### src/rtl/uart_tx_pkg.sv
// Package: shared constants and types for the serial transmitter.
// Assumes: a 16x oversampled bit slot and a 3-tick infrared pulse.
package uart_tx_pkg;
    localparam int OVS         = 16;  // ticks per serial bit
    localparam int IRDA_TICKS  = 3;   // width of an infrared pulse in ticks
    localparam int FRAME_EXTRA = 3;   // start + parity + stop around the data

    typedef enum logic {
        SH_IDLE = 1'b0,
        SH_RUN  = 1'b1
    } sh_state_t;
endpackage

### src/rtl/uart_baud_gen.sv
// Module: rate divider. Emits a one-cycle tick every N clocks, where N is
// (1 or 3) shifted left by the low bits of the rate code.
// Assumes: the rate code may change at any time; the counter recovers by
// comparing with >= so a smaller divisor never causes a wrap-around wait.
module uart_baud_gen #(
    parameter int SEL_BITS = 4,
    parameter int CNT_BITS = 9
) (
    input  logic                clk,
    input  logic                rst_n,
    input  logic                run,
    input  logic [SEL_BITS-1:0] sel,
    output logic                tick
);
    logic [CNT_BITS-1:0] cnt_q;
    logic [CNT_BITS-1:0] base_w;
    logic [CNT_BITS-1:0] lim_w;

    // Decode the rate code into the terminal count (divisor minus one).
    always_comb begin
        base_w = sel[SEL_BITS-1] ? CNT_BITS'(3) : CNT_BITS'(1);
        lim_w  = (base_w << sel[SEL_BITS-2:0]) - CNT_BITS'(1);
    end

    // Tick when the count reaches its limit; held off while stopped.
    always_comb tick = run && (cnt_q >= lim_w);

    // Advance the divider, restarting at every tick and while stopped.
    always_ff @(posedge clk) begin
        if (!rst_n || !run) begin
            cnt_q <= '0;
        end else if (tick) begin
            cnt_q <= '0;
        end else begin
            cnt_q <= cnt_q + CNT_BITS'(1);
        end
    end
endmodule

### src/rtl/uart_tx_hold.sv
// Module: single-entry holding buffer between host and shifter.
// Assumes: the shifter only takes when full, so write and take never
// meet in one cycle; writes into a full buffer are dropped.
module uart_tx_hold #(
    parameter int DW = 8
) (
    input  logic          clk,
    input  logic          rst_n,
    input  logic          run,
    input  logic          wr_en,
    input  logic [DW-1:0] wr_data,
    input  logic          wr_par,
    input  logic          take,
    output logic          full,
    output logic [DW-1:0] data,
    output logic          par
);
    // Occupancy flag: set on an accepted write, cleared on take or stop.
    always_ff @(posedge clk) begin
        if (!rst_n || !run) begin
            full <= 1'b0;
        end else if (take) begin
            full <= 1'b0;
        end else if (wr_en && !full) begin
            full <= 1'b1;
        end
    end

    // Payload capture: only an accepted write updates the stored character.
    always_ff @(posedge clk) begin
        if (!rst_n) begin
            data <= '0;
            par  <= 1'b0;
        end else if (run && wr_en && !full) begin
            data <= wr_data;
            par  <= wr_par;
        end
    end
endmodule

### src/rtl/uart_tx_framer.sv
// Module: builds the bit sequence of one frame, bit 0 first on the line:
// start, data LSB first (DW or DW-1 bits), optional parity, stop; unused
// upper positions are filled with ones. Also reports the last bit index.
// Assumes: purely combinational; sampled by the shifter at load time.
module uart_tx_framer #(
    parameter int DW = 8,
    parameter int FW = DW + 3,
    parameter int CW = 4
) (
    input  logic [DW-1:0] data,
    input  logic          par,
    input  logic          short_char,
    input  logic          par_en,
    output logic [FW-1:0] frame,
    output logic [CW-1:0] last_idx
);
    // Place start, data and parity bits; everything else stays high.
    always_comb begin
        frame    = '1;
        frame[0] = 1'b0;
        for (int i = 0; i < DW - 1; i++) begin
            frame[i+1] = data[i];
        end
        if (!short_char) begin
            frame[DW] = data[DW-1];
        end
        if (par_en) begin
            if (short_char) begin
                frame[DW] = par;
            end else begin
                frame[DW+1] = par;
            end
        end
    end

    // Index of the stop bit: start + data + parity positions before it.
    always_comb begin
        last_idx = short_char ? CW'(DW) : CW'(DW + 1);
        if (par_en) begin
            last_idx = last_idx + CW'(1);
        end
    end
endmodule

### src/rtl/uart_tx_shifter.sv
// Module: frame shifter. Loads a built frame on a tick when the line is
// free (or when the stop bit of the current frame ends), then holds each
// bit for OVS ticks. Drives the line in level or infrared pulse coding.
// Assumes: tick is a single-cycle strobe; run low clears all state.
module uart_tx_shifter
    import uart_tx_pkg::*;
#(
    parameter int FW    = 11,
    parameter int CW    = 4,
    parameter int OVS_N = OVS,
    parameter int PULSE = IRDA_TICKS
) (
    input  logic          clk,
    input  logic          rst_n,
    input  logic          run,
    input  logic          tick,
    input  logic          hold_full,
    input  logic [FW-1:0] frame_in,
    input  logic [CW-1:0] last_in,
    input  logic          irda_in,
    output logic          take,
    output logic          tx
);
    localparam int OW = $clog2(OVS_N);

    sh_state_t      state_q;
    logic [FW-1:0]  sreg_q;
    logic [CW-1:0]  left_q;
    logic [OW-1:0]  sub_q;
    logic           irda_q;
    logic           end_bit;
    logic           frame_done;

    // Bit-slot and frame boundaries, both aligned to a tick.
    always_comb begin
        end_bit    = (state_q == SH_RUN) && tick && (sub_q == OW'(OVS_N - 1));
        frame_done = end_bit && (left_q == '0);
        take       = run && tick && hold_full && ((state_q == SH_IDLE) || frame_done);
    end

    // Frame sequencing: load, count ticks, shift at slot end, retire.
    always_ff @(posedge clk) begin
        if (!rst_n || !run) begin
            state_q <= SH_IDLE;
            sreg_q  <= '1;
            left_q  <= '0;
            sub_q   <= '0;
            irda_q  <= 1'b0;
        end else if (take) begin
            state_q <= SH_RUN;
            sreg_q  <= frame_in;
            left_q  <= last_in;
            sub_q   <= '0;
            irda_q  <= irda_in;
        end else if (frame_done) begin
            state_q <= SH_IDLE;
            sreg_q  <= '1;
            sub_q   <= '0;
        end else if (end_bit) begin
            sreg_q  <= {1'b1, sreg_q[FW-1:1]};
            left_q  <= left_q - CW'(1);
            sub_q   <= '0;
        end else if ((state_q == SH_RUN) && tick) begin
            sub_q   <= sub_q + OW'(1);
        end
    end

    // Line coding: idle level follows the live mode; a frame uses its own.
    always_comb begin
        if (state_q == SH_IDLE) begin
            tx = !irda_in;
        end else if (irda_q) begin
            tx = !sreg_q[0] && (sub_q < OW'(PULSE));
        end else begin
            tx = sreg_q[0];
        end
    end
endmodule

### src/rtl/uart_tx_core.sv
// Module: top of the serial transmitter. Connects the rate divider, the
// holding buffer, the frame builder and the shifter, and forms the
// masked buffer-empty interrupt.
// Assumes: mode inputs are stable while a frame is on the line; the rate
// code is read live, width/parity/mode are captured at frame load.
module uart_tx_core
    import uart_tx_pkg::*;
#(
    parameter int DATA_BITS = 8,
    parameter int SEL_BITS  = 4
) (
    input  logic                 clk,
    input  logic                 rst_n,
    input  logic                 shdn_n,
    input  logic [SEL_BITS-1:0]  baud_sel,
    input  logic                 short_char,
    input  logic                 par_en,
    input  logic                 irda_en,
    input  logic                 irq_en,
    input  logic                 wr_valid,
    input  logic [DATA_BITS-1:0] wr_data,
    input  logic                 wr_par,
    output logic                 tx,
    output logic                 buf_empty,
    output logic                 irq_n
);
    localparam int MAX_DIV  = 3 * (1 << ((1 << (SEL_BITS - 1)) - 1));
    localparam int CNT_BITS = $clog2(MAX_DIV + 1);
    localparam int FW       = DATA_BITS + FRAME_EXTRA;
    localparam int CW       = $clog2(FW);

    logic                 baud_tick;
    logic                 take;
    logic                 hold_full;
    logic [DATA_BITS-1:0] hold_data;
    logic                 hold_par;
    logic [FW-1:0]        frame;
    logic [CW-1:0]        last_idx;

    uart_baud_gen #(
        .SEL_BITS (SEL_BITS),
        .CNT_BITS (CNT_BITS)
    ) baud_i (
        .clk   (clk),
        .rst_n (rst_n),
        .run   (shdn_n),
        .sel   (baud_sel),
        .tick  (baud_tick)
    );

    uart_tx_hold #(
        .DW (DATA_BITS)
    ) hold_i (
        .clk     (clk),
        .rst_n   (rst_n),
        .run     (shdn_n),
        .wr_en   (wr_valid),
        .wr_data (wr_data),
        .wr_par  (wr_par),
        .take    (take),
        .full    (hold_full),
        .data    (hold_data),
        .par     (hold_par)
    );

    uart_tx_framer #(
        .DW (DATA_BITS),
        .FW (FW),
        .CW (CW)
    ) framer_i (
        .data       (hold_data),
        .par        (hold_par),
        .short_char (short_char),
        .par_en     (par_en),
        .frame      (frame),
        .last_idx   (last_idx)
    );

    uart_tx_shifter #(
        .FW    (FW),
        .CW    (CW),
        .OVS_N (OVS),
        .PULSE (IRDA_TICKS)
    ) shift_i (
        .clk       (clk),
        .rst_n     (rst_n),
        .run       (shdn_n),
        .tick      (baud_tick),
        .hold_full (hold_full),
        .frame_in  (frame),
        .last_in   (last_idx),
        .irda_in   (irda_en),
        .take      (take),
        .tx        (tx)
    );

    // Host-facing status: free buffer and its masked interrupt.
    always_comb begin
        buf_empty = !hold_full;
        irq_n     = !(buf_empty && irq_en);
    end
endmodule

### config.mk
export PLATFORM = sky130hd
export DESIGN_NAME = uart_tx_core
export DESIGN_NICKNAME = d
export VERILOG_FILES = /design/src/rtl/uart_tx_pkg.sv /design/src/rtl/uart_baud_gen.sv /design/src/rtl/uart_tx_hold.sv /design/src/rtl/uart_tx_framer.sv /design/src/rtl/uart_tx_shifter.sv /design/src/rtl/uart_tx_core.sv
export SDC_FILE = /design/constraint.sdc
export NUM_CORES = 1
export LEC_CHECK = 0
export BUFFER_PORTS_ARGS = -buffer_cell sky130_fd_sc_hd__buf_4
export CORE_MARGIN = 2
export CORE_UTILIZATION = 55
export DETAILED_ROUTE_END_ITERATION = 10
export PLACE_DENSITY = 0.8
export SLEW_MARGIN = 25
export SYNTH_ARGS = -nofsm -noshare
export SYNTH_HDL_FRONTEND = slang
export SYNTH_SLANG_ARGS = --single-unit
export TNS_END_PERCENT = 1
### constraint.sdc
create_clock -name clk -period 4.7 [get_ports clk]
set_input_delay 0.47 -clock clk [delete_from_list [all_inputs] [get_ports clk]]
set_output_delay 0.47 -clock clk [all_outputs]
set_load 0.05 [all_outputs]
Word-level counts from Yosys, hierarchy flattened
Index checks and enable logic that the tools add are counted.
{"block": "op_classes", "n_addsub": 5, "n_lt_le_gt_ge": 2, "eq_ne": 2, "shift": 1, "n_mux": 17, "bitwise": 1, "n_reduce_logical": 28}
{"cell": "10-bit 2-to-1 mux", "n": 3}
{"cell": "4-bit 2-to-1 mux", "n": 4}
{"cell": "1-bit logical AND", "n": 12}
{"cell": "9-bit by 1-bit adder with 9-bit output (second input constant)", "n": 1}
{"cell": "9-bit >= comparator", "n": 1}
{"cell": "9-bit by 3-bit left shift with 9-bit output", "n": 1}
{"cell": "9-bit by 1-bit subtractor with 9-bit output (second input constant)", "n": 1}
{"cell": "4-bit by 1-bit adder with 4-bit output (second input constant)", "n": 2}
{"cell": "1-bit 2-to-1 mux", "n": 8}
{"cell": "1-bit zero test", "n": 6}
{"cell": "4-bit == test (second input constant)", "n": 1}
{"cell": "4-bit zero test", "n": 1}
{"cell": "4-bit by 2-bit less-than comparator with 1-bit output (second input constant)", "n": 1}
{"cell": "2-bit 2-to-1 mux", "n": 2}
{"cell": "2-bit nonzero test", "n": 2}
{"cell": "2-bit OR reduction", "n": 2}
{"cell": "4-bit OR reduction", "n": 1}
{"cell": "4-bit by 1-bit subtractor with 4-bit output (second input constant)", "n": 1}
{"cell": "3-bit nonzero test", "n": 1}
{"cell": "1-bit logical OR", "n": 2}
{"cell": "2-bit inequality test (second input constant)", "n": 1}
{"cell": "2-bit AND reduction", "n": 1}
{"cell": "1-bit NOT", "n": 1}
{"block": "word_totals", "regBits": 39}

Longest topological paths before layout
Gate-level depths: netlist of the first run.
{"block": "depth", "depth_word": 12, "depth_mapped": 17, "ltp_nobuf": 15}

By module
A second synthesis of the first run with hierarchy kept.
{"block": "hier_totals", "hier_cells": 280, "area_unflattened_um2": 2308.5}
{"module": "uart_tx_shifter", "n_inst": 1, "cells_per_inst": 141, "area_each_um2": 1122.3}
{"module": "uart_baud_gen", "n_inst": 1, "cells_per_inst": 74, "area_each_um2": 641.9}
{"module": "uart_tx_hold", "n_inst": 1, "cells_per_inst": 44, "area_each_um2": 409.1}
{"module": "uart_tx_framer", "n_inst": 1, "cells_per_inst": 19, "area_each_um2": 125.1}
{"module": "uart_tx_core", "n_inst": 1, "cells_per_inst": 2, "area_each_um2": 10.0}

Least setup slack after synthesis of the first run
No wires, ideal clock.
{"block": "synth_path", "kind": "input to register", "from": "input baud_sel[1]", "to": "register shift_i.left_q[0]", "arrival_ns": 2.995, "t_required_ns": 4.584, "slack_ns": 1.590, "stages": 15, "cell_sequence": "clkbuf_1 -> or3_1 -> ha_1 -> xnor2_1 -> nand2_1 -> o21ai_0 -> a21oi_1 -> ha_1 -> a21oi_1 -> o21ai_0 -> or2_1 -> nor2_2 -> buf_2 -> o21ai_0 -> and3_1"}
{"block": "synth_between", "elab_chain_len": 11}
{"element": "start: declaration", "line": "uart_tx_core.sv:15", "text": "input logic [SEL_BITS-1:0] baud_sel,"}
{"element": "9-bit by 3-bit left shift with 9-bit output (*)", "line": "uart_baud_gen.sv:22", "text": "lim_w = (base_w << sel[SEL_BITS-2:0]) - CNT_BITS'(1);"}
{"element": "9-bit by 1-bit subtractor with 9-bit output (*)", "line": "uart_baud_gen.sv:22"}
{"element": "9-bit >= comparator (*)", "line": "uart_baud_gen.sv:26", "text": "always_comb tick = run && (cnt_q >= lim_w);"}
{"element": "1-bit logical AND (*)", "line": "uart_baud_gen.sv:26"}
{"element": "1-bit logical AND (2 in series)", "line": "uart_tx_shifter.sv:36", "text": "end_bit = (state_q == SH_RUN) && tick && (sub_q == OW'(OVS_N - 1));"}
{"element": "1-bit logical AND", "line": "uart_tx_shifter.sv:37", "text": "frame_done = end_bit && (left_q == '0);"}
{"element": "1-bit logical OR", "line": "uart_tx_shifter.sv:38", "text": "take = run && tick && hold_full && ((state_q == SH_IDLE) || frame_done);"}
{"element": "1-bit logical AND", "line": "uart_tx_shifter.sv:38"}
{"element": "2-bit inequality test (no line) / 2-bit nonzero test (equally long branches)"}
{"element": "2-bit AND reduction (no line)"}
{"element": "end signal: assignment", "line": "uart_tx_shifter.sv:52", "text": "left_q <= last_in;"}
{"element": "end signal: assignment", "line": "uart_tx_shifter.sv:61", "text": "left_q <= left_q - CW'(1);"}
{"element": "end: declaration", "line": "uart_tx_shifter.sv:28", "text": "logic [CW-1:0] left_q;"}
Every way passes the cells marked *; elsewhere a longest branch is shown, timed or not.
A chain may end at the register's enable or synchronous reset.

Worst setup path in the final report of the first run
{"block": "layout_path", "from": "input baud_sel[1]", "to": "register shift_i.sreg_q[9]"}
{"block": "layout_between", "elab_chain_len": 10}
{"element": "9-bit by 3-bit left shift with 9-bit output (*)", "line": "uart_baud_gen.sv:22"}
{"element": "9-bit by 1-bit subtractor with 9-bit output (*)", "line": "uart_baud_gen.sv:22"}
{"element": "9-bit >= comparator (*)", "line": "uart_baud_gen.sv:26"}
{"element": "1-bit logical AND (*)", "line": "uart_baud_gen.sv:26"}
{"element": "1-bit logical AND (2 in series)", "line": "uart_tx_shifter.sv:36"}
{"element": "1-bit logical AND", "line": "uart_tx_shifter.sv:37"}
{"element": "1-bit logical OR", "line": "uart_tx_shifter.sv:38"}
{"element": "1-bit logical AND", "line": "uart_tx_shifter.sv:38"}
{"element": "3-bit nonzero test (no line) / 10-bit 2-to-1 mux (equally long branches)"}
{"element": "end signal: assignment", "line": "uart_tx_shifter.sv:51", "text": "sreg_q <= frame_in;"}
{"element": "end signal: assignment", "line": "uart_tx_shifter.sv:60", "text": "sreg_q <= {1'b1, sreg_q[FW-1:1]};"}
{"element": "end: declaration", "line": "uart_tx_shifter.sv:27", "text": "logic [FW-1:0] sreg_q;"}
Marks and branches as above.

==> results of run 1 <==
## state kept, by name, indices dropped and copies added, names as in the netlist
signal,flops
hold_i.par,1
hold_i.data,8
hold_i.full,1
shift_i.left_q,4
shift_i.state_q,1
shift_i.sreg_q,10
shift_i.irda_q,1
baud_i.cnt_q,9
shift_i.sub_q,4
## worst max path at each step
stage / to / startpoint / slack [ns] / cells after the start
floorplan: shift_i.left_q[0] / baud_sel[1] / 1.59 / 15
global placement: shift_i.sreg_q[9] / baud_sel[1] / 1.34 / 14
detailed placement: shift_i.sreg_q[9] / baud_sel[1] / 1.30 / 14
CTS: shift_i.sreg_q[9] / baud_sel[1] / 1.59 / 14
global route: shift_i.sreg_q[9] / baud_sel[1] / 1.27 / 14
finish: shift_i.sreg_q[9] / baud_sel[1] / 1.57 / 14
## critical path, stage by stage
cell	delay [ns]
buf_4	0.14
or3_1	0.39
ha_1	0.27
xnor2_1	0.15
nand2_1	0.06
o21ai_0	0.07
a21oi_1	0.15
ha_1	0.25
a21oi_1	0.13
o21ai_0	0.11
or2_1	0.25
nor2_2	0.39
o21ai_0	0.27
a2bb2oi_1	0.18
## per-stage QoR
| stage | total power, mW | setup WS [ns] | area (µm²) | instances | utilization [%] |
|---|---|---|---|---|---|
| finish | 0.6540 | 1.573 | 2492 | 337 | 63.22 |
| global route | 0.6865 | 1.268 | 2492 | 337 | 63.22 |
| CTS | 0.6605 | 1.593 | 2492 | 337 | 63.22 |
| detailed placement | 0.4260 | 1.301 | 2400 | 329 | 60.87 |
| global placement | 0.4245 | 1.343 | 2400 | 329 | 60.87 |
| floorplan | 0.4006 | 1.590 | 2230 | 270 | - |
## synth_stat cells (2+ instances only)
cell type  instances
dfxtp_1           39
a21oi_2            3
xor2_1             7
nand3_1           10
clkbuf_1           9
inv_1              6
o211ai_1           2
buf_2              3
nor3_1             2
o31ai_1            2
and3_1            12
or4_1              2
nor2b_1           11
xnor2_1            3
a21oi_1           21
and2_1             2
mux2i_1           12
ha_1              14
o21ai_0           22
nand2_1           21
nand4_1            4
nor2_1            26
o21ai_1            7
## per-layer routing
layer | share of wire, % | vias up | track usage [%]
met5 | 0 | - | 0
met4 | 1.4 | 0 | 8.163
met3 | 5.1 | 6 | 5.833
met2 | 47 | 65 | 38.36
met1 | 47 | 873 | 28.43
li1 | - | 987 | -
## power by group through the flow
stage                     Clock (mW)  Combinational [mW]  Sequential (mW)
after floorplan                    0              0.0546            0.346
after global placement             0              0.0774            0.347
after detailed placement           0              0.0788            0.347
after CTS                      0.242              0.0791            0.339
after global routing           0.258              0.0885            0.340
final                          0.236              0.0789            0.339
## cells by family after synthesis
family,after synthesis
flops,39
buf+inv,21
xor+xnor,10
fa+ha+maj,14
mux,13
simple gates,104
compound gates,69
## layout make-up
class	count	area, µm²	share of cell area, %
multi-input cells	210	1358	54.47
flip-flops and latches	39	780.7	31.33
repair buffers	23	172.7	6.928
clock buffers	5	68.82	2.761
well taps	50	62.56	2.510
inverters	7	26.28	1.054
clock inverters	3	23.77	0.9538
==> qor.yml, run 1 <==
layout:
  nFillCells: 347
  nNetsFinal: 321
  antenna_cells: 0
  areaGrowthSynthToFinish_pct: 11.78
  final_common_cell: "dfxtp_1"
  layout_common_cells: "dfxtp_1, nor2_1, buf_4"
  drive_gt1_share_pct: 16.03
floorplan:
  die_h_um: 67.67
  die_x_um: 67.67
  rows: 23
  ios: 24
  initial_utilization_pct: 56.55
  die_area_mm2: 0.004579
  fp.coreArea_mm2: 0.003943
power:
  seq_power_share_pct: 51.9
  switching_share_pct: 27.09
  power_switching_mw: 0.1772
  p_leak_nw: 1.036
  powerDensity_mw_per_mm2: 262.4
  p_int_mw: 0.4768
  p_comb_share_pct: 12.1
  ir_drop_mv: 0.1383
  clkPwrFrac_pct: 36.1
global_route:
  grt_usage_pct: 22.96
  antenna_found_initial: 0
  grt_max_degree: 20
  grt_pass1_wl_mm: 7.879
  gr-total-overflow: 0
  grt_pass1_vias: 1833
synthesis:
  synth_top_area_share_pct: 35.02
  ys_seq_elements: 39
  synth_area_leaders: "dfxtp_1, ha_1, mux2i_1"
  synthArstFlopShare_pct: 0
  synth_top_cell_by_area: "dfxtp_1"
  synthAdderAreaFrac_pct: 7.856
  synth_edf_count: 0
  synth_fp_nets: 305
  synth-simple-area-share_pct: 24.80
  synth_area_per_cell_um2: 8.258
  ys_types: 53
  synth_compound_area_share_pct: 18.41
  ys_seq_area_share_pct: 35.02
  synthXorXnorAreaFrac_pct: 3.928
  synthesis.area_mm2: 0.002230
  synth_cells: 270
  ys_warn_count: 0
  synthMuxAreaShare_pct: 5.892
  synth_top_family_by_area: "simple AND/OR/NAND/NOR gates"
  synthFlopType: "dfxtp_1"
routing:
  post_drt_via_cell_ratio: 5.730
  drtAntennaViolNets: 0
  num_vias: 1931
  drc: 0
  dr.pass1.iters: 4
  drt_iter0_markers: 77
  wl_mm: 4.611
  wl_per_cell_um: 13.68
timing:
  timing.final.crit_share_pct: 66.53
  final-setup-viol-count: 0
  slew_headroom_pct: 54.78
  final-hold-violation-count: 0
  max_freq_mhz: 319.8
  worstMarginPinSlew_ns: 0.6783
  grt_setup_unrepaired: "false"
  slew_violations: 0
  whs_ns: 0.4163
  tns_ns: 0
  period_needed_ns: 3.127
  clock_skew_ns: 0.008267
clock_network:
  cts_made_buffers: 5
  path_clk_slew_ns: 0.09
  worst_skew_pair.late_latency_ns: 0.30
  cts_hold_buf: 0
  clockRootBuffer: "clkbuf_8"
  htree_levels: 2
  ctsResizeCount: 0
  tritoncts: "yes"
  cts_sinks: 39
  cts_setup_buffers: 0
  clock_path_buffers: 2
worst_setup_path:
  cp.arrival_ns: 3.30
  rr_endpoint: "shift_i.sreg_q[9]"
  critPathLaunchType: "input port"
  critical_path_class: "in -> reg"
  crit_path_max_fanout: 14
  reg2reg_from: "baud_i.cnt_q[0]"
  critPathCaptureType: "flop"
  crit_required_ns: 4.87
  r2r_cells: 8
  reg2reg_slack_ns: 2.44
run_status:
  outcome: "completed"
placed_design:
  dp_hpwl_mm: 3.351
  gp_congestion: 0.8913
  port_buffers: 23
min_path:
  hold_end: "hold_i.data[5]"
  holdPathStages: 3
  holdCritPathClass: "in -> reg"
  hp-start: "wr_data[5]"
flow_run:
  max_cap_viol_count: 0
Power figures use the tool's default switching activity.
==> run 2, diff against run 1 <==
--- a/config.mk
+++ b/config.mk
@@ -7,7 +7,7 @@
 export LEC_CHECK = 0
 export BUFFER_PORTS_ARGS = -buffer_cell sky130_fd_sc_hd__buf_4
 export CORE_MARGIN = 2
-export CORE_UTILIZATION = 55
+export CORE_UTILIZATION = 52
 export DETAILED_ROUTE_END_ITERATION = 10
 export PLACE_DENSITY = 0.8
 export SLEW_MARGIN = 25
==> constraint.sdc (replaced) <==
create_clock -name clk -period 2.5 [get_ports clk]
set_input_delay 0.25 -clock clk [delete_from_list [all_inputs] [get_ports clk]]
set_output_delay 0.25 -clock clk [all_outputs]
set_load 0.05 [all_outputs]
==> run 2 against run 1 <==
Net effect:
- the run now ends with negative setup slack left
- sequential share of layout area is 3.3 points lower
- final area rose by 12%
- sequential power rose by 88%
- flip-flop and latch count stayed put
- critical path depth stayed put
- wire length is 15% higher
- worst hold slack worse by 0.20 ns
- combinational power rose by 130%
- count of clock-buffer cells in the layout up 1
==> qor.yml, run 2 (same netlist as run 1, synthesis figures left out) <==
placed_design:
  place_ws_ns: -0.4072
  dpl-instance-area_mm2: 0.002561
  port_buffers: 23
  dp_hpwl_mm: 3.682
  gp_congestion: 0.8715
power:
  seq_power_share_pct: 51.7
  switching_share_pct: 26.14
  p_leak_nw: 1.170
  powerDensity_mw_per_mm2: 442.6
  power_switching_mw: 0.3226
  totalPowerFinal_mw: 1.234
  clkPwrFrac_pct: 33.7
  ir_drop_mv: 0.3474
  p_int_mw: 0.9118
  p_comb_share_pct: 14.6
floorplan:
  die_h_um: 69.48
  rows: 23
  ios: 24
  initial_utilization_pct: 54.95
  fp.coreArea_mm2: 0.004058
  die_x_um: 69.48
  die_area_mm2: 0.004827
worst_setup_path:
  reg2reg_slack_ns: 0.36
  cp.arrival_ns: 2.85
  rr_endpoint: "shift_i.left_q[3]"
  critPathCaptureType: "flop"
  cpMaxStageDelayCell: "or4_1"
  crit_required_ns: 2.73
  critPathLaunchType: "input port"
  critical_path_class: "in -> reg"
  crit_path_max_incr_delay_ns: 0.49
  r2r_cells: 7
  path_cells: "buf_6 > or3_4 > ha_4 > xnor2_2 > nand2_1 > o21ai_1 > a21oi_1 > ha_1 > nand4_1 > nor2_2 > a21o_2 > nor2_4 > or4_1 > a21oi_1"
  crit_path_max_fanout: 7
  reg2reg_from: "shift_i.sub_q[1]"
  cpMostUsedCell: "a21oi_1"
layout:
  nNetsFinal: 344
  multi_input_area_mm2: 0.001470
  top_register: "shift_i.sreg_q"
  antenna_cells: 0
  largest_registers: "shift_i.sreg_q (10), baud_i.cnt_q (9), hold_i.data (8)"
  layout_common_cells: "buf_4, dfxtp_1, nor2_1"
  seqCellArea_um2: 780.7
  drive_gt1_share_pct: 27.74
  areaGrowthSynthToFinish_pct: 25.08
  largest_reg_flops: 10
  nFillCells: 335
  finalInstanceArea_mm2: 0.002789
  final_common_cell: "buf_4"
timing:
  slew_headroom_pct: 60.10
  period_needed_ns: 2.620
  fin_ws_ns: -0.1197
  grt_setup_unrepaired: "true"
  worstMarginPinSlew_ns: 0.5968
  final-setup-viol-count: 16
  max_freq_mhz: 381.7
  slew_violations: 0
  final-hold-violation-count: 0
  timing.final.crit_share_pct: 104.8
  clock_skew_ns: 0.01315
run_status:
  outcome: "finished, violations left"
  violations: "negative setup slack"
global_route:
  gr-total-overflow: 0
  grt_max_degree: 20
  antenna_found_initial: 0
  grt_pass1_vias: 1911
  grt_usage_pct: 21.65
  grt_pass1_wl_mm: 8.500
routing:
  wl_per_cell_um: 14.78
  drc: 0
  wl_mm: 5.320
  num_vias: 2075
  drt_iter0_markers: 120
  dr.pass1.iters: 4
  post_drt_via_cell_ratio: 5.764
  drtAntennaViolNets: 0
clock_network:
  tritoncts: "yes"
  cts_sinks: 39
  path_clk_slew_ns: 0.08
  worst_skew_pair.late_latency_ns: 0.30
  htree_levels: 2
  clock_path_buffers: 2
  cts_hold_buf: 0
  cts_made_buffers: 5
  clockRootBuffer: "clkbuf_8"
flow_run:
  max_cap_viol_count: 0
min_path:
  hp-start: "wr_data[2]"
  holdCritPathClass: "in -> reg"
  hold_end: "hold_i.data[2]"
  holdPathStages: 3
[run 2: layout make-up]
cell class / instances / share of cell area (%)
tap: 50 / 2.243
clock inverter: 2 / 0.4486
timing repair buffer: 46 / 13.06
inverter: 7 / 0.9421
multi-input combinational: 210 / 52.71
sequential: 39 / 27.99
clock buffer: 6 / 2.602
[run 2: timing repair]
action,4_1_cts,5_1_grt
buffers inserted,3,3
pin swaps,11,17
endpoints found under the hold margin,0,0
endpoints found under the setup margin,24,30
resized for setup,8,17
[run 2: power by group through the flow]
stage	registers [mW]	logic, mW	clock network (mW)
2_1_floorplan	0.651	0.111	0
3_3_place_gp	0.653	0.163	0
3_5_place_dp	0.653	0.166	0
4_1_cts	0.638	0.173	0.422
5_1_grt	0.640	0.196	0.452
6_report	0.638	0.180	0.416
[run 2: critical path, delay by kind of cell]
family	cells	cell delay, ns
and+or+nand+nor	6	1.33
adders and majority gates	2	0.52
AOI/OAI and AO/OA	4	0.49
xor gates and xnor gates	1	0.17
buffers and inverters	1	0.09
[run 2: per-stage QoR]
stage / util, % / hold slack [ns] / setup TNS (ns) / std cells
6_report: 68.73 / 0.2127 / -0.7011 / 360
5_1_grt: 68.73 / 0.2091 / -4.944 / 360
4_1_cts: 66.42 / 0.2107 / -0.6660 / 357
3_5_place_dp: 63.12 / 0.4793 / -10.04 / 346
3_3_place_gp: 63.12 / 0.4581 / -7.467 / 346
2_1_floorplan: - / 0.3921 / -3.530 / 270
[run 2: per-layer routing]
metal | track usage, % | routed length, µm | vias to the layer above
met3 | 4.942 | 285 | 7
met5 | 0 | 0 | -
met2 | 36.11 | 2733 | 55
met4 | 7.843 | 65 | 0
li1 | - | - | 1034
met1 | 27.28 | 2236 | 979
[run 2: how the worst max path moves through the flow]
stage	start	end	slack (ns)	cells after the start
CTS	baud_sel[0]	shift_i.sub_q[3]	-0.07	15
global route	baud_sel[2]	shift_i.sub_q[0]	-0.29	14
floorplan	baud_sel[2]	shift_i.sub_q[0]	-0.19	14
detailed placement	baud_sel[0]	shift_i.sub_q[3]	-0.41	15
finish	baud_sel[2]	shift_i.sub_q[0]	-0.12	14
global placement	baud_sel[0]	shift_i.sreg_q[9]	-0.32	15
==> run 3, diff against run 2 <==
--- a/config.mk
+++ b/config.mk
@@ -6,10 +6,11 @@
 export NUM_CORES = 1
 export LEC_CHECK = 0
 export BUFFER_PORTS_ARGS = -buffer_cell sky130_fd_sc_hd__buf_4
+export CORE_ASPECT_RATIO = 1.75
 export CORE_MARGIN = 2
 export CORE_UTILIZATION = 52
 export DETAILED_ROUTE_END_ITERATION = 10
-export PLACE_DENSITY = 0.8
+export PLACE_DENSITY = 0.75
 export SLEW_MARGIN = 25
 export SYNTH_ARGS = -nofsm -noshare
 export SYNTH_HDL_FRONTEND = slang
==> constraint.sdc (replaced) <==
create_clock -name clk -period 2.5 [get_ports clk]
set_input_delay 0.5 -clock clk [delete_from_list [all_inputs] [get_ports clk]]
set_output_delay 0.5 -clock clk [all_outputs]
set_load 0.05 [all_outputs]
==> run 3 against run 2 <==
Net effect:
- the run still ends with negative setup slack left
- global-route usage up 1.9 points
- non-clock buffer count rose by 1
- first-iteration DRC count is 53% lower
- fmax is 3.6% lower
- via count grew 1.3%
- utilization shrank 0.50 points
- worst setup slack got worse by 0.099 ns
- sequential share of layout area down 0.16 points
- register-to-register slack gained 0.06 ns
- sequential power about the same
==> qor.yml, run 3 (same netlist as run 1, synthesis figures left out) <==
routing:
  wl_per_cell_um: 14.39
  drc: 0
  drtAntennaViolNets: 0
  wl_mm: 5.196
  num_vias: 2103
  post_drt_via_cell_ratio: 5.825
  drt_iter0_markers: 57
  dr.pass1.iters: 4
timing:
  grt_setup_unrepaired: "true"
  slew_violations: 0
  worstMarginPinSlew_ns: 0.5569
  slew_headroom_pct: 62.77
  timing.final.crit_share_pct: 108.7
  clock_skew_ns: 0.007448
  final-hold-violation-count: 0
  max_freq_mhz: 367.9
  whs_ns: 0.4610
  period_needed_ns: 2.718
  final-setup-viol-count: 31
  fin_ws_ns: -0.2183
worst_setup_path:
  path_cells: "buf_8 > or3_4 > ha_4 > xnor2_2 > nand2_1 > o21ai_1 > a21oi_1 > ha_1 > nand4_1 > nor2_2 > a21o_4 > nor2_4 > or4_1 > a21oi_1"
  crit_family: "simple AND/OR/NAND/NOR gates"
  critPathCaptureType: "flop"
  crit_path_max_incr_delay_ns: 0.46
  cpMostUsedCell: "a21oi_1"
  critPathLaunchType: "input port"
  crit_required_ns: 2.73
  critical_path_class: "in -> reg"
  cpMaxStageDelayCell: "or4_1"
  crit_buf_inv: 1
  cp.arrival_ns: 2.95
  crit_path_max_fanout: 5
placed_design:
  port_buffers: 23
  dp.cells: 349
  gp_congestion: 0.8282
  dp_hpwl_mm: 3.787
power:
  p_leak_nw: 1.191
  powerDensity_mw_per_mm2: 482.4
  ir_drop_mv: 0.4915
global_route:
  grt_max_degree: 20
  grt_pass1_vias: 2074
  grt_usage_pct: 23.50
  gr-total-overflow: 0
  grt_pass1_wl_mm: 8.749
  antenna_found_initial: 0
floorplan:
  ios: 24
  die_x_um: 53.50
  die_h_um: 90.63
  fp.coreArea_mm2: 0.004111
  rows: 31
  die_area_mm2: 0.004848
  initial_utilization_pct: 54.23
run_status:
  outcome: "finished, violations left"
  violations: "negative setup slack"
layout:
  nNetsFinal: 346
  largest_reg_flops: 10
  antenna_cells: 0
  top_register: "shift_i.sreg_q"
  drive_gt1_share_pct: 27.24
  final_common_cell: "buf_4"
  multi_input_area_mm2: 0.001451
  layout_common_cells: "buf_4, dfxtp_1, nor2_1"
  nFillCells: 369
  areaGrowthSynthToFinish_pct: 25.81
  largest_registers: "shift_i.sreg_q (10), baud_i.cnt_q (9), hold_i.data (8)"
  seqCellArea_um2: 780.7
  final_cell_count_no_fill: 361
flow_run:
  max_cap_viol_count: 0
clock_network:
  htree_levels: 2
  cts_made_buffers: 5
  tritoncts: "yes"
  cts_sinks: 39
  cts_hold_buf: 0
  worst_skew_pair.late_latency_ns: 0.29
  clockRootBuffer: "clkbuf_8"
  clock_path_buffers: 2
  path_clk_slew_ns: 0.08
min_path:
  holdCritPathClass: "in -> reg"
## run 3: through the flow
stage	setup TNS, ns	util, %	setup WS [ns]	area, µm²	total power, mW
global route	-8.358	68.23	-0.3520	2805	1.407
finish	-4.591	68.23	-0.2183	2805	1.353
CTS	-5.133	66.92	-0.2747	2751	1.361
detailed placement	-17.85	62.99	-0.7047	2590	0.8203
floorplan	-11.10	-	-0.4448	2300	0.7614
global placement	-16.81	62.99	-0.6607	2590	0.8167
## run 3: layout make-up
cell class / count / share of cell area [%]
Timing Repair Buffer: 47 / 13.11
Sequential cell: 39 / 27.83
Tap cell: 49 / 2.186
Clock buffer: 6 / 2.944
Inverter: 7 / 0.9367
Clock inverter: 2 / 1.249
Multi-Input combinational cell: 211 / 51.74
## run 3: path summary, 6_finish.rpt
path | start | to | slack (ns) | cells after the start
max | baud_sel[0] | shift_i.sub_q[0] | -0.22 | 14
min | wr_data[0] | hold_i.data[0] | 0.46 | 3
max reg2reg | shift_i.left_q[0] | shift_i.irda_q | 0.42 | 8
min reg2reg | hold_i.data[0] | shift_i.sreg_q[1] | 0.48 | 2
## run 3: timing repair
| action | in CTS | in global routing |
|---|---|---|
| resized for setup | 12 | 6 |
| pin swaps | 10 | 6 |
| setup endpoints to repair | 31 | 31 |
| buffers inserted | 0 | 3 |
| gates cloned | 1 | 0 |
## run 3: power by group
part           switching (mW)  total, mW  internal [mW]  leakage [nW]
Clock                   0.217      0.539          0.323        0.0612
Sequential            0.00738      0.638          0.630         0.316
Combinational          0.0919      0.176         0.0841         0.813
Total                   0.316       1.35           1.04          1.19
## run 3: metal layers
metal | up-vias | routed length [µm] | GRT usage (%)
met5 | - | 0 | 0
met4 | 0 | 185 | 10.90
met3 | 19 | 176 | 3.642
met2 | 65 | 2812 | 41.67
met1 | 981 | 2022 | 25.68
li1 | 1038 | - | -
## run 3: worst min-delay path, stage by stage
cell and delay [ns]:
buf_4 0.07, mux2i_1 0.05, nor2b_1 0.09
